`src/rtl/sfd_pkg.sv`:
```
package sfd_pkg;
  localparam int NUM_SIDES   = 2;
  localparam int SIDE_ASRT_IX = 0;
  localparam int SIDE_RLSE_IX = 1;

  typedef enum logic {
    ST_CLEAR = 1'b0,
    ST_FAIL  = 1'b1
  } sf_state_e;
endpackage

```
`src/rtl/sfd_block_acc.sv`:
```
module sfd_block_acc #(
  parameter int ERR_W = 8,
  parameter int NS_W  = 19,
  parameter int L_W   = 4
) (
  input  logic             clk,
  input  logic             rst,
  input  logic             en,
  input  logic             stb,
  input  logic [ERR_W-1:0] err,
  input  logic [NS_W-1:0]  frames,
  input  logic [L_W-1:0]   err_lim,
  output logic             blk_done,
  output logic             blk_bad
);
  localparam int ACC_W = L_W + 1;
  localparam int SUM_W = ACC_W + ERR_W;
  localparam logic [ACC_W-1:0] ACC_MAX = '1;

  logic [NS_W-1:0]  frame_cnt;
  logic [ACC_W-1:0] acc;
  logic [SUM_W-1:0] sum_raw;
  logic [ACC_W-1:0] sum_sat;
  logic             blk_end;

  always_comb begin
    sum_raw = SUM_W'(acc) + SUM_W'(err);
    sum_sat = (sum_raw > SUM_W'(ACC_MAX)) ? ACC_MAX : sum_raw[ACC_W-1:0];
    blk_end = (frame_cnt == (frames - NS_W'(1)));
  end

  always_ff @(posedge clk) begin
    if (rst || !en) begin
      frame_cnt <= '0;
      acc       <= '0;
      blk_done  <= 1'b0;
      blk_bad   <= 1'b0;
    end else begin
      blk_done <= 1'b0;
      if (stb) begin
        if (blk_end) begin
          frame_cnt <= '0;
          acc       <= '0;
          blk_done  <= 1'b1;
          blk_bad   <= (sum_sat >= {1'b0, err_lim});
        end else begin
          frame_cnt <= frame_cnt + NS_W'(1);
          acc       <= sum_sat;
        end
      end
    end
  end

  a_r9_acc_idle: assert property (@(posedge clk) disable iff (rst)
    (en && !stb) |=> $stable(acc));

  a_r2_acc_no_wrap: assert property (@(posedge clk) disable iff (rst)
    (en && stb && !blk_end) |=> (acc >= $past(acc)));
endmodule

```
`src/rtl/sfd_interval_cnt.sv`:
```
module sfd_interval_cnt #(
  parameter int B_W   = 16,
  parameter int BAD_W = 9
) (
  input  logic             clk,
  input  logic             rst,
  input  logic             en,
  input  logic             blk_done,
  input  logic             blk_bad,
  input  logic [B_W-1:0]   blocks,
  output logic             iv_done,
  output logic [BAD_W-1:0] iv_bad
);
  localparam logic [BAD_W-1:0] BAD_MAX = '1;

  logic [B_W-1:0]   blk_cnt;
  logic [BAD_W-1:0] bad_cnt;
  logic [BAD_W-1:0] bad_next;
  logic             iv_end;

  always_comb begin
    bad_next = (bad_cnt == BAD_MAX) ? bad_cnt : bad_cnt + BAD_W'(blk_bad);
    iv_end   = (blk_cnt == (blocks - B_W'(1)));
  end

  always_ff @(posedge clk) begin
    if (rst || !en) begin
      blk_cnt <= '0;
      bad_cnt <= '0;
      iv_done <= 1'b0;
      iv_bad  <= '0;
    end else begin
      iv_done <= 1'b0;
      if (blk_done) begin
        if (iv_end) begin
          blk_cnt <= '0;
          bad_cnt <= '0;
          iv_done <= 1'b1;
          iv_bad  <= bad_next;
        end else begin
          blk_cnt <= blk_cnt + B_W'(1);
          bad_cnt <= bad_next;
        end
      end
    end
  end

  a_r8_off_quiet: assert property (@(posedge clk) disable iff (rst)
    !en |=> !iv_done);

  a_r2_bad_monotone: assert property (@(posedge clk) disable iff (rst)
    (en && blk_done && !iv_end) |=> (bad_cnt >= $past(bad_cnt)));
endmodule

```
`src/rtl/sfd_side_eval.sv`:
```
module sfd_side_eval #(
  parameter int ERR_W = 8,
  parameter int NS_W  = 19,
  parameter int L_W   = 4,
  parameter int B_W   = 16,
  parameter int BAD_W = 9
) (
  input  logic             clk,
  input  logic             rst,
  input  logic             active,
  input  logic             stb,
  input  logic [ERR_W-1:0] err,
  input  logic [NS_W-1:0]  frames,
  input  logic [L_W-1:0]   err_lim,
  input  logic [B_W-1:0]   blocks,
  output logic             iv_done,
  output logic [BAD_W-1:0] iv_bad
);
  logic en;
  logic blk_done;
  logic blk_bad;

  assign en = active && (frames != '0) && (blocks != '0);

  sfd_block_acc #(
    .ERR_W(ERR_W), .NS_W(NS_W), .L_W(L_W)
  ) u_blk (
    .clk(clk), .rst(rst), .en(en), .stb(stb), .err(err),
    .frames(frames), .err_lim(err_lim),
    .blk_done(blk_done), .blk_bad(blk_bad)
  );

  sfd_interval_cnt #(
    .B_W(B_W), .BAD_W(BAD_W)
  ) u_iv (
    .clk(clk), .rst(rst), .en(en), .blk_done(blk_done), .blk_bad(blk_bad),
    .blocks(blocks), .iv_done(iv_done), .iv_bad(iv_bad)
  );

  a_r8_disabled_no_block: assert property (@(posedge clk) disable iff (rst)
    !en |=> !blk_done);
endmodule

```
`src/rtl/sf_hysteresis_detector.sv`:
```
module sf_hysteresis_detector #(
  parameter int ERR_W = 8,
  parameter int NS_W  = 19,
  parameter int L_W   = 4,
  parameter int M_W   = 8,
  parameter int B_W   = 16
) (
  input  logic             clk,
  input  logic             rst,
  input  logic             frame_stb,
  input  logic [ERR_W-1:0] frame_err,
  input  logic [NS_W-1:0]  asrt_frames,
  input  logic [L_W-1:0]   asrt_err_lim,
  input  logic [M_W-1:0]   asrt_bad_lim,
  input  logic [B_W-1:0]   asrt_blocks,
  input  logic [NS_W-1:0]  rlse_frames,
  input  logic [L_W-1:0]   rlse_err_lim,
  input  logic [M_W-1:0]   rlse_bad_lim,
  input  logic [B_W-1:0]   rlse_blocks,
  output logic             sf_fail
);
  import sfd_pkg::*;

  localparam int BAD_W = M_W + 1;

  sf_state_e state;

  logic [NUM_SIDES-1:0][NS_W-1:0]  frames_v;
  logic [NUM_SIDES-1:0][L_W-1:0]   err_lim_v;
  logic [NUM_SIDES-1:0][B_W-1:0]   blocks_v;
  logic [NUM_SIDES-1:0]            active_v;
  logic [NUM_SIDES-1:0]            iv_done_v;
  logic [NUM_SIDES-1:0][BAD_W-1:0] iv_bad_v;
  logic                            asrt_fire;
  logic                            rlse_fire;

  assign frames_v[SIDE_ASRT_IX]  = asrt_frames;
  assign err_lim_v[SIDE_ASRT_IX] = asrt_err_lim;
  assign blocks_v[SIDE_ASRT_IX]  = asrt_blocks;
  assign frames_v[SIDE_RLSE_IX]  = rlse_frames;
  assign err_lim_v[SIDE_RLSE_IX] = rlse_err_lim;
  assign blocks_v[SIDE_RLSE_IX]  = rlse_blocks;

  for (genvar g = 0; g < NUM_SIDES; g++) begin : g_side
    if (g == SIDE_ASRT_IX) begin : g_asrt
      assign active_v[g] = (state == ST_CLEAR);
    end else begin : g_rlse
      assign active_v[g] = (state == ST_FAIL);
    end

    sfd_side_eval #(
      .ERR_W(ERR_W), .NS_W(NS_W), .L_W(L_W), .B_W(B_W), .BAD_W(BAD_W)
    ) u_eval (
      .clk(clk), .rst(rst), .active(active_v[g]),
      .stb(frame_stb), .err(frame_err),
      .frames(frames_v[g]), .err_lim(err_lim_v[g]), .blocks(blocks_v[g]),
      .iv_done(iv_done_v[g]), .iv_bad(iv_bad_v[g])
    );
  end

  always_comb begin
    asrt_fire = iv_done_v[SIDE_ASRT_IX] &&
                (iv_bad_v[SIDE_ASRT_IX] > {1'b0, asrt_bad_lim});
    rlse_fire = iv_done_v[SIDE_RLSE_IX] &&
                (iv_bad_v[SIDE_RLSE_IX] < {1'b0, rlse_bad_lim});
  end

  always_ff @(posedge clk) begin
    if (rst) begin
      state <= ST_CLEAR;
    end else if (state == ST_CLEAR && asrt_fire) begin
      state <= ST_FAIL;
    end else if (state == ST_FAIL && rlse_fire) begin
      state <= ST_CLEAR;
    end
  end

  assign sf_fail = (state == ST_FAIL);

  a_r3_rise_cause: assert property (@(posedge clk) disable iff (rst)
    $rose(sf_fail) |-> $past(iv_done_v[SIDE_ASRT_IX] &&
                             (iv_bad_v[SIDE_ASRT_IX] > {1'b0, asrt_bad_lim})));

  a_r5_fall_cause: assert property (@(posedge clk) disable iff (rst)
    $fell(sf_fail) |-> $past(iv_done_v[SIDE_RLSE_IX] &&
                             (iv_bad_v[SIDE_RLSE_IX] < {1'b0, rlse_bad_lim})));

  a_r7_one_side_decides: assert property (@(posedge clk) disable iff (rst)
    !(iv_done_v[SIDE_ASRT_IX] && iv_done_v[SIDE_RLSE_IX]));

  a_r1_clear_after_reset: assert property (@(posedge clk)
    rst |=> !sf_fail);
endmodule

```
`config.mk`:
```
export PLATFORM = sky130hd
export DESIGN_NAME = sf_hysteresis_detector
export DESIGN_NICKNAME = d
export VERILOG_FILES = /design/src/rtl/sfd_pkg.sv /design/src/rtl/sfd_block_acc.sv /design/src/rtl/sfd_interval_cnt.sv /design/src/rtl/sfd_side_eval.sv /design/src/rtl/sf_hysteresis_detector.sv
export SDC_FILE = /design/constraint.sdc
export NUM_CORES = 1
export LEC_CHECK = 0
export BUFFER_PORTS_ARGS = -buffer_cell sky130_fd_sc_hd__buf_4
export CORE_MARGIN = 2
export CORE_UTILIZATION = 25
export DETAILED_ROUTE_END_ITERATION = 12
export HOLD_SLACK_MARGIN = 0.02
export PLACE_DENSITY = 0.47
export SYNTH_ARGS = -nofsm -noshare
export SYNTH_HDL_FRONTEND = slang
export SYNTH_SLANG_ARGS = --single-unit
```
`constraint.sdc`:
```
create_clock -name clk -period 3.6 [get_ports clk]
set_input_delay 0.72 -clock clk [delete_from_list [all_inputs] [get_ports clk]]
set_output_delay 0.72 -clock clk [all_outputs]
set_load 0.02 [all_outputs]
```
==> results of run 1 <==
## layout by cell type (no fill, tap or decap), drive strengths merged, types with 7 or more instances in the layout
cell type,count
nand4,36
ha,49
and4,8
a31oi,10
mux2i,12
and2,8
nor2b,17
a21oi,27
nand3,43
nor4,20
o211ai,7
nor3,62
or3,15
nand2b,14
inv,49
xor2,81
or4,17
a311oi,7
a211oi,7
a21o,14
nor3b,10
dfxtp,123
nor2,106
buf,146
clkbuf,25
and3,17
nand2,94
xnor2,84
or2,9
o21ai,41
## routing by layer
layer	share of wire	global-route usage	vias up	wire [um]
met1	0.48	0.1801	3867	12310
met4	0.011	0.03761	0	270
met3	0.030	0.02065	15	762
li1	-	-	4298	-
met2	0.48	0.2360	109	12290
met5	0	0	-	0
## area by class of cell
class                   instances  share of cell area
clock buffers                  25             0.04430
clock inverters                 7            0.007831
inverters                      49             0.01644
multi-input cells             908              0.5583
flip-flops and latches        123              0.2202
well taps                     461             0.05157
repair buffers                146              0.1014
## cells by family (layout without fill, tap and decap cells)
group                    count (synthesis)  in the layout  share of synthesized area
flip-flops                             123            123                     0.2712
multiplexers                            15             15                    0.01695
AO/OA/AOI/OAI                          180            180                     0.1459
XOR/XNOR                               166            166                     0.1618
adder cells (fa/ha/maj)                 51             51                    0.07193
AND/OR/NAND/NOR                        496            496                     0.2912
buffers and inverters                   92            227                    0.04106
## state kept, by name, indices dropped and copies added, names as in the netlist
signal	count
sf_fail	1
g_side.u_eval.u_blk.blk_done	2
g_side.u_eval.u_blk.frame_cnt	38
g_side.u_eval.u_iv.blk_cnt	32
g_side.u_eval.u_iv.bad_cnt	18
g_side.u_eval.u_iv.iv_bad	18
g_side.u_eval.u_iv.iv_done	2
g_side.u_eval.u_blk.blk_bad	2
g_side.u_eval.u_blk.acc	10
## where the power goes
part,switching (mW),internal (mW)
registers,0.0113,1.37
clock network,0.627,1.09
logic,0.232,0.213
total,0.870,2.68
## critical path, delay by kind of cell
kind | cells | cell delay [ns]
buffers and inverters | 2 | 0.14
AOI/OAI and AO/OA | 6 | 1.10
muxes | 1 | 0.07
adders and majority gates | 3 | 0.81
and+or+nand+nor | 5 | 0.63
## final timing paths
kind | startpoint | end | slack [ns]
max reg2reg | g_side[1].u_eval.u_blk.acc[0]$_SDFFE_PP0P_ | g_side[1].u_eval.u_blk.blk_bad$_SDFFE_PP0P_ | 0.46
min | g_side[1].u_eval.u_iv.iv_bad[2]$_SDFFE_PP0P_ | g_side[1].u_eval.u_iv.iv_bad[2]$_SDFFE_PP0P_ | 0.46
max | frame_err[0] | g_side[1].u_eval.u_blk.blk_bad$_SDFFE_PP0P_ | 0.45
min reg2reg | g_side[1].u_eval.u_iv.iv_bad[2]$_SDFFE_PP0P_ | g_side[1].u_eval.u_iv.iv_bad[2]$_SDFFE_PP0P_ | 0.46
==> results.txt, run 1 <==
----------------------------------------------------
[Floorplanning]
  Placeable core region ... 0.03566 sq mm
  Effective utilization at floorplan ... 0.2547
  Die ar. ... around 0.038 sq mm
  # IOs ... 106
  Die boundary width ... about 190 um
  Chip height ... 194.6 um
  Number of core rows ... just under 70

[Worst setup path]
  Depth of the most critical reg-to-reg path ... 16
  Required time at the endpoint of the critical path ... 3.90 ns
  Critical-path maximum fanout ... 4
  Crit path DAT ... 3.46 ns
  Crit-path max cell delay ... 0.39 ns
  Critical Path Slowest Stage Cell ... sky130_fd_sc_hd__fa_1
  Startpoint Class ... input port
  Classification of the worst setup path ... input port to flip-flop
  Crit-path most repeated cell ... sky130_fd_sc_hd__a21o_1
  Critical path capture point type ... flip-flop
  Critical path, cell by cell ... buf_4, ha_1, inv_1, fa_1, nor2b_1, o21ai_0, nand3_1, mux2i_1, a21o_1, nor2b_1, ha_1, nand2b_1, a21o_1, a21o_1, a21oi_1, nand2_1, o311a_1

[Synth]
  FF+latch count, synth ... 123
  Largest area contributor in the netlist ... sky130_fd_sc_hd__dfxtp_1
  Yosys top cell area share ... 0.2712
  Most used standard cell by instance count after synthesis ... sky130_fd_sc_hd__dfxtp_1
  Largest cells by area after synthesis ... sky130_fd_sc_hd__dfxtp_1, sky130_fd_sc_hd__xnor2_1, sky130_fd_sc_hd__xor2_1, sky130_fd_sc_hd__ha_1, sky130_fd_sc_hd__nor2_1
  Async set-reset flop share out of synthesis ... 0
  Sequential share of the synthesized area ... 0.2712
  Per-instance average area after synthesis ... 8.085 sq um
  Commonest cells in the synthesized netlist ... sky130_fd_sc_hd__dfxtp_1, sky130_fd_sc_hd__nor2_1, sky130_fd_sc_hd__nand2_1
  Combined area of all synthesized cells ... 0.009080 sq mm
  Top FF cell, synth ... sky130_fd_sc_hd__dfxtp_1
  Synthesis Warnings ... 0
  Gate Count Post-Synth ... 1123
  Number of enable-type register cells in the synthesized netlist ... 0
  Number of distinct library cells after synthesis ... 80
  Nets in the synthesized netlist ... 1279

[Global routing]
  Largest net degree at the start of global routing ... 23
  GR Util All Layers ... 0.1379
  Total gr overflow ... 0
  Wire length of the first global-routing pass ... 42.52 mm
  Antenna violations before repair ... 0
  Vias in the first global route ... 8312

[Layout]
  Diode insertion count for antenna repair ... 0
  Post-route insts no fill ... approximately 1700
  Nets ... 1401
  Finished layout cell area ... 0.01118 sq mm
  Share of final-layout standard cells stronger than drive strength 1 ... 0.1653
  Storage cell area ... 0.002462 sq mm
  Final core utilization ... 0.3137
  Layout overhead on the synthesized area ... 23.18%
  Filler cell count ... 3801
  Area used by multi-input combinational logic ... 0.006245 sq mm

[Drt]
  Antenna Nets Post-Route ... 0
  Remaining DRCs ... 0
  Routed len/inst ... between 10 and 15 um
  Average via count per standard cell ... 4.822
  Final Routed Wirelength ... 25.63 mm
  First drt pass iteration count ... 7
  Total number of vias ... 8289
  Violation count after the first detailed-routing iteration ... 406

[Worst hold path]
  Hold crit path type ... flip-flop to flip-flop
  WHS Path Cells ... 2

[STA]
  Worst Clk Skew ... 0.007801 ns
  Worst hold slack across all endpoints ... 0.4629 ns
  Min setup slack post-route ... 0.4478 ns
  Setup-violating endpoint count in the final report ... 0
  Final Hold Violating Endpoints ... 0
  Slew Viols, Final ... 0
  Highest Clock Rate ... 317.2 MHz
  Transition time of the tightest slew-check pin ... 0.7470 ns
  Fraction of the cycle the final worst path needs ... 0.8756
  Total Negative Setup Slacks ... 0 ns
  Worst slew slack as a fraction of its limit ... 0.4986
  Post-layout min period ... 3.152 ns
  RSZ-0062 raised after global routing ... no

[Flow run]
  Reported max-cap violation count ... 0

[Run status]
  Result of the run ... complete, no violations

[Power]
  Maximum resistive drop on vdd ... approximately 310 uV
  Total Power Consumption ... 3.545 mW
  Static Leakage ... ~4.1 nW
  Power density cells ... 317.0 mW/mm^2

[Place]
  Placer congestion estimate ... 0.8192
  PortBufs ... between 100 and 150
  Final HPWL DP ... 20.51 mm
  DP Area ... 0.01060 sq mm
  Placed insts ... 1687
  Placement Setup Slack ... -0.006862 ns

[Clock network]
  Post-CTS Setup Bufs ... 0
  Resized Gates After CTS ... 0
  Cts bufs inserted ... 17
  Clock-pin slew on the worst setup and hold paths ... 0.05 ns
  Longest Clk Path Bufs ... 2
  Clock tree from TritonCTS ... yes
  Cts-stage hold buffer count ... 0
  Worst-Skew Late Latency ... 0.42 ns
  Buffer cell driving the clock tree root ... sky130_fd_sc_hd__clkbuf_16
  Clock sinks ... 123
  Level count of the clock H-tree ... 4

----------------------------------------------------
(Power assumes the default switching activity.)
==> run 2: changes to the inputs <==
- CTS_BUF_LIST: default -> sky130_fd_sc_hd__clkbuf_16
==> run 2 against run 1 <==
Register-to-register slack about the same. Flip-flop and latch count unchanged. Critical path depth unchanged. Power decreased by 2.7%. Largest power group unchanged.
==> results.txt, run 2 (same netlist as run 1, synthesis figures left out) <==
----------------------------------------------------
[Run status]
  Result of the run ... complete, no violations

[Clock network]
  Buffer cell driving the clock tree root ... sky130_fd_sc_hd__clkbuf_16
  Clock sinks ... 123 (unchanged)
  Longest Clk Path Bufs ... 2 (unchanged)
  Clock-pin slew on the worst setup and hold paths ... 0.05 ns (about the same)
  Cts-stage hold buffer count ... 0 (unchanged)
  Post-CTS Setup Bufs ... 0 (unchanged)
  Level count of the clock H-tree ... 4 (unchanged)
  Resized Gates After CTS ... 0 (unchanged)
  Worst-Skew Late Latency ... 0.42 ns (about the same)
  Cts bufs inserted ... 17 (unchanged)
  Clock tree from TritonCTS ... yes

[Floorplanning]
  Chip height ... 194.6 um (unchanged)
  # IOs ... 106 (unchanged)
  Effective utilization at floorplan ... 0.2547 (unchanged)
  Number of core rows ... 69 (unchanged)
  Die ar. ... 0.03786 sq mm (unchanged)
  Placeable core region ... 0.03566 sq mm (unchanged)
  Die boundary width ... 194.6 um (unchanged)

[Global routing]
  Total gr overflow ... 0 (unchanged)
  GR Util All Layers ... 0.1380 (about the same)
  Wire length of the first global-routing pass ... 42.56 mm (about the same)
  Largest net degree at the start of global routing ... 23 (unchanged)
  Antenna violations before repair ... 0 (unchanged)
  Vias in the first global route ... 8316 (+0.048%)

[STA]
  Setup-violating endpoint count in the final report ... 0 (unchanged)
  Transition time of the tightest slew-check pin ... 0.7396 ns (-0.007415 ns)
  Fraction of the cycle the final worst path needs ... 0.8754 (about the same)
  Slew Viols, Final ... 0 (unchanged)
  Highest Clock Rate ... 317.3 MHz (about the same)
  Worst Clk Skew ... 0.008495 ns (+0.0006942 ns)
  Total Negative Setup Slacks ... 0 ns (unchanged)
  Final Hold Violating Endpoints ... 0 (unchanged)
  Post-layout min period ... 3.151 ns (-0.0007990 ns)
  RSZ-0062 raised after global routing ... no
  Worst slew slack as a fraction of its limit ... 0.5036 (+0.004976)

[Drt]
  First drt pass iteration count ... 4 (-3)
  Violation count after the first detailed-routing iteration ... 458 (+13%)
  Remaining DRCs ... 0 (unchanged)
  Routed len/inst ... 14.94 um (+0.19%)
  Antenna Nets Post-Route ... 0 (unchanged)
  Average via count per standard cell ... 4.809 (-0.28%)
  Final Routed Wirelength ... 25.67 mm (+0.19%)
  Total number of vias ... 8266 (-0.28%)

[Power]
  Combinational power share ... 0.129 (+0.003)
  Net switching power ... 0.8704 mW (about the same)
  Clock network fraction of design power ... 0.469 (-0.015)
  Fraction of power spent switching nets ... 0.2524 (+0.006949)
  Total Power Consumption ... 3.449 mW (-2.7%)
  Maximum resistive drop on vdd ... 311.2 uV (about the same)
  Cell-internal power ... 2.578 mW (-3.6%)
  Power density cells ... 309.4 mW/mm^2 (-2.4%)
  Sequential Power Share ... 0.402 (+0.011)
  Static Leakage ... 4.112 nW (-0.14%)

[Worst setup path]
  Required time at the endpoint of the critical path ... 3.91 ns (about the same)
  Critical path capture point type ... flip-flop
  Start of the worst register-to-register path ... g_side[1].u_eval.u_blk.acc[0]$_SDFFE_PP0P_
  Critical-path maximum fanout ... 4 (unchanged)
  Crit path DAT ... 3.46 ns (about the same)
  Launching element of the worst setup path ... frame_err[0]
  Startpoint Class ... input port
  R2R setup slack ... 0.46 ns (about the same)
  Classification of the worst setup path ... input port to flip-flop

[Layout]
  Commonest cells after routing, fill and taps aside ... sky130_fd_sc_hd__buf_4, sky130_fd_sc_hd__dfxtp_1, sky130_fd_sc_hd__nor2_1, sky130_fd_sc_hd__nand2_1, sky130_fd_sc_hd__xnor2_1
  Diode insertion count for antenna repair ... 0 (unchanged)
  Commonest non-fill, non-tap cell in the layout ... sky130_fd_sc_hd__buf_4
  Register with the most flip-flops ... g_side.u_eval.u_blk.frame_cnt
  Nets ... 1401 (unchanged)
  Share of final-layout standard cells stronger than drive strength 1 ... 0.1622 (-0.003180)
  Largest regs ... g_side.u_eval.u_blk.frame_cnt (38), g_side.u_eval.u_iv.blk_cnt (32)
  Flip-flop count of the largest register after layout ... 38 (unchanged)
  Layout overhead on the synthesized area ... 22.74%

[Place]
  PortBufs ... 105 (unchanged)
  Placer congestion estimate ... 0.8192 (unchanged)
  Final HPWL DP ... 20.51 mm (unchanged)

[Worst hold path]
  Hold crit path type ... flip-flop to flip-flop
  Worst min-delay path startpoint ... g_side[1].u_eval.u_iv.iv_bad[2]$_SDFFE_PP0P_

[Flow run]
  Reported max-cap violation count ... 0 (unchanged)

----------------------------------------------------
==> run 2: power groups by stage <==
stage	Combinational [mW]	Sequential (mW)	Clock (mW)
after floorplan	0.243	1.41	0
after global placement	0.447	1.41	0
after detailed placement	0.448	1.41	0
after CTS	0.451	1.39	1.67
after global routing	0.498	1.39	1.72
final	0.446	1.39	1.62
==> run 2: critical path, cell delays in order <==
cell	delay, ns
sky130_fd_sc_hd__buf_4	0.09
sky130_fd_sc_hd__ha_1	0.16
sky130_fd_sc_hd__inv_1	0.05
sky130_fd_sc_hd__fa_1	0.39
sky130_fd_sc_hd__nor2b_1	0.16
sky130_fd_sc_hd__o21ai_0	0.12
sky130_fd_sc_hd__nand3_1	0.10
sky130_fd_sc_hd__mux2i_1	0.07
sky130_fd_sc_hd__a21o_1	0.18
sky130_fd_sc_hd__nor2b_1	0.15
sky130_fd_sc_hd__ha_1	0.26
sky130_fd_sc_hd__nand2b_1	0.14
sky130_fd_sc_hd__a21o_1	0.17
sky130_fd_sc_hd__a21o_1	0.17
sky130_fd_sc_hd__a21oi_1	0.15
sky130_fd_sc_hd__nand2_1	0.08
sky130_fd_sc_hd__o311a_1	0.31
==> run 2: area by class of cell <==
type	instances	area [sq um]
Clock inverter	15	117.6
Multi-Input combinational cell	908	6245
Fill cell	3809	24510
Sequential cell	123	2462
Timing Repair Buffer	146	1134
Tap cell	461	576.8
Inverter	49	183.9
Clock buffer	17	425.4
==> run 2: metrics by stage <==
stage            util  setup WS [ns]  hold WS [ns]  cell area (sq um)  instances
2_1_floorplan       -         0.3115        0.4291               9080       1123
3_3_place_gp   0.2973        0.04962        0.4508              10600       1687
3_5_place_dp   0.2973      -0.006862        0.4591              10600       1687
4_1_cts        0.3126         0.4251        0.4677              11140       1719
5_1_grt        0.3126         0.1882        0.4854              11140       1719
6_report       0.3126         0.4486        0.4629              11140       1719
==> run 2: layer usage <==
layer  GRT usage  routed length, um  vias to the layer above
li1            -                  -                     4300
met1      0.1802              12290                     3839
met2      0.2363              12270                      111
met3     0.02065                836                       16
met4     0.03761                272                        0
met5           0                  0                        -
==> run 2: path summary, 6_finish.rpt <==
path / end / cells past startpoint
setup / recovery: g_side[1].u_eval.u_blk.blk_bad$_SDFFE_PP0P_ / 17
hold / removal: g_side[1].u_eval.u_iv.iv_bad[2]$_SDFFE_PP0P_ / 2
setup reg to reg: g_side[1].u_eval.u_blk.blk_bad$_SDFFE_PP0P_ / 16
hold reg to reg: g_side[1].u_eval.u_iv.iv_bad[2]$_SDFFE_PP0P_ / 2
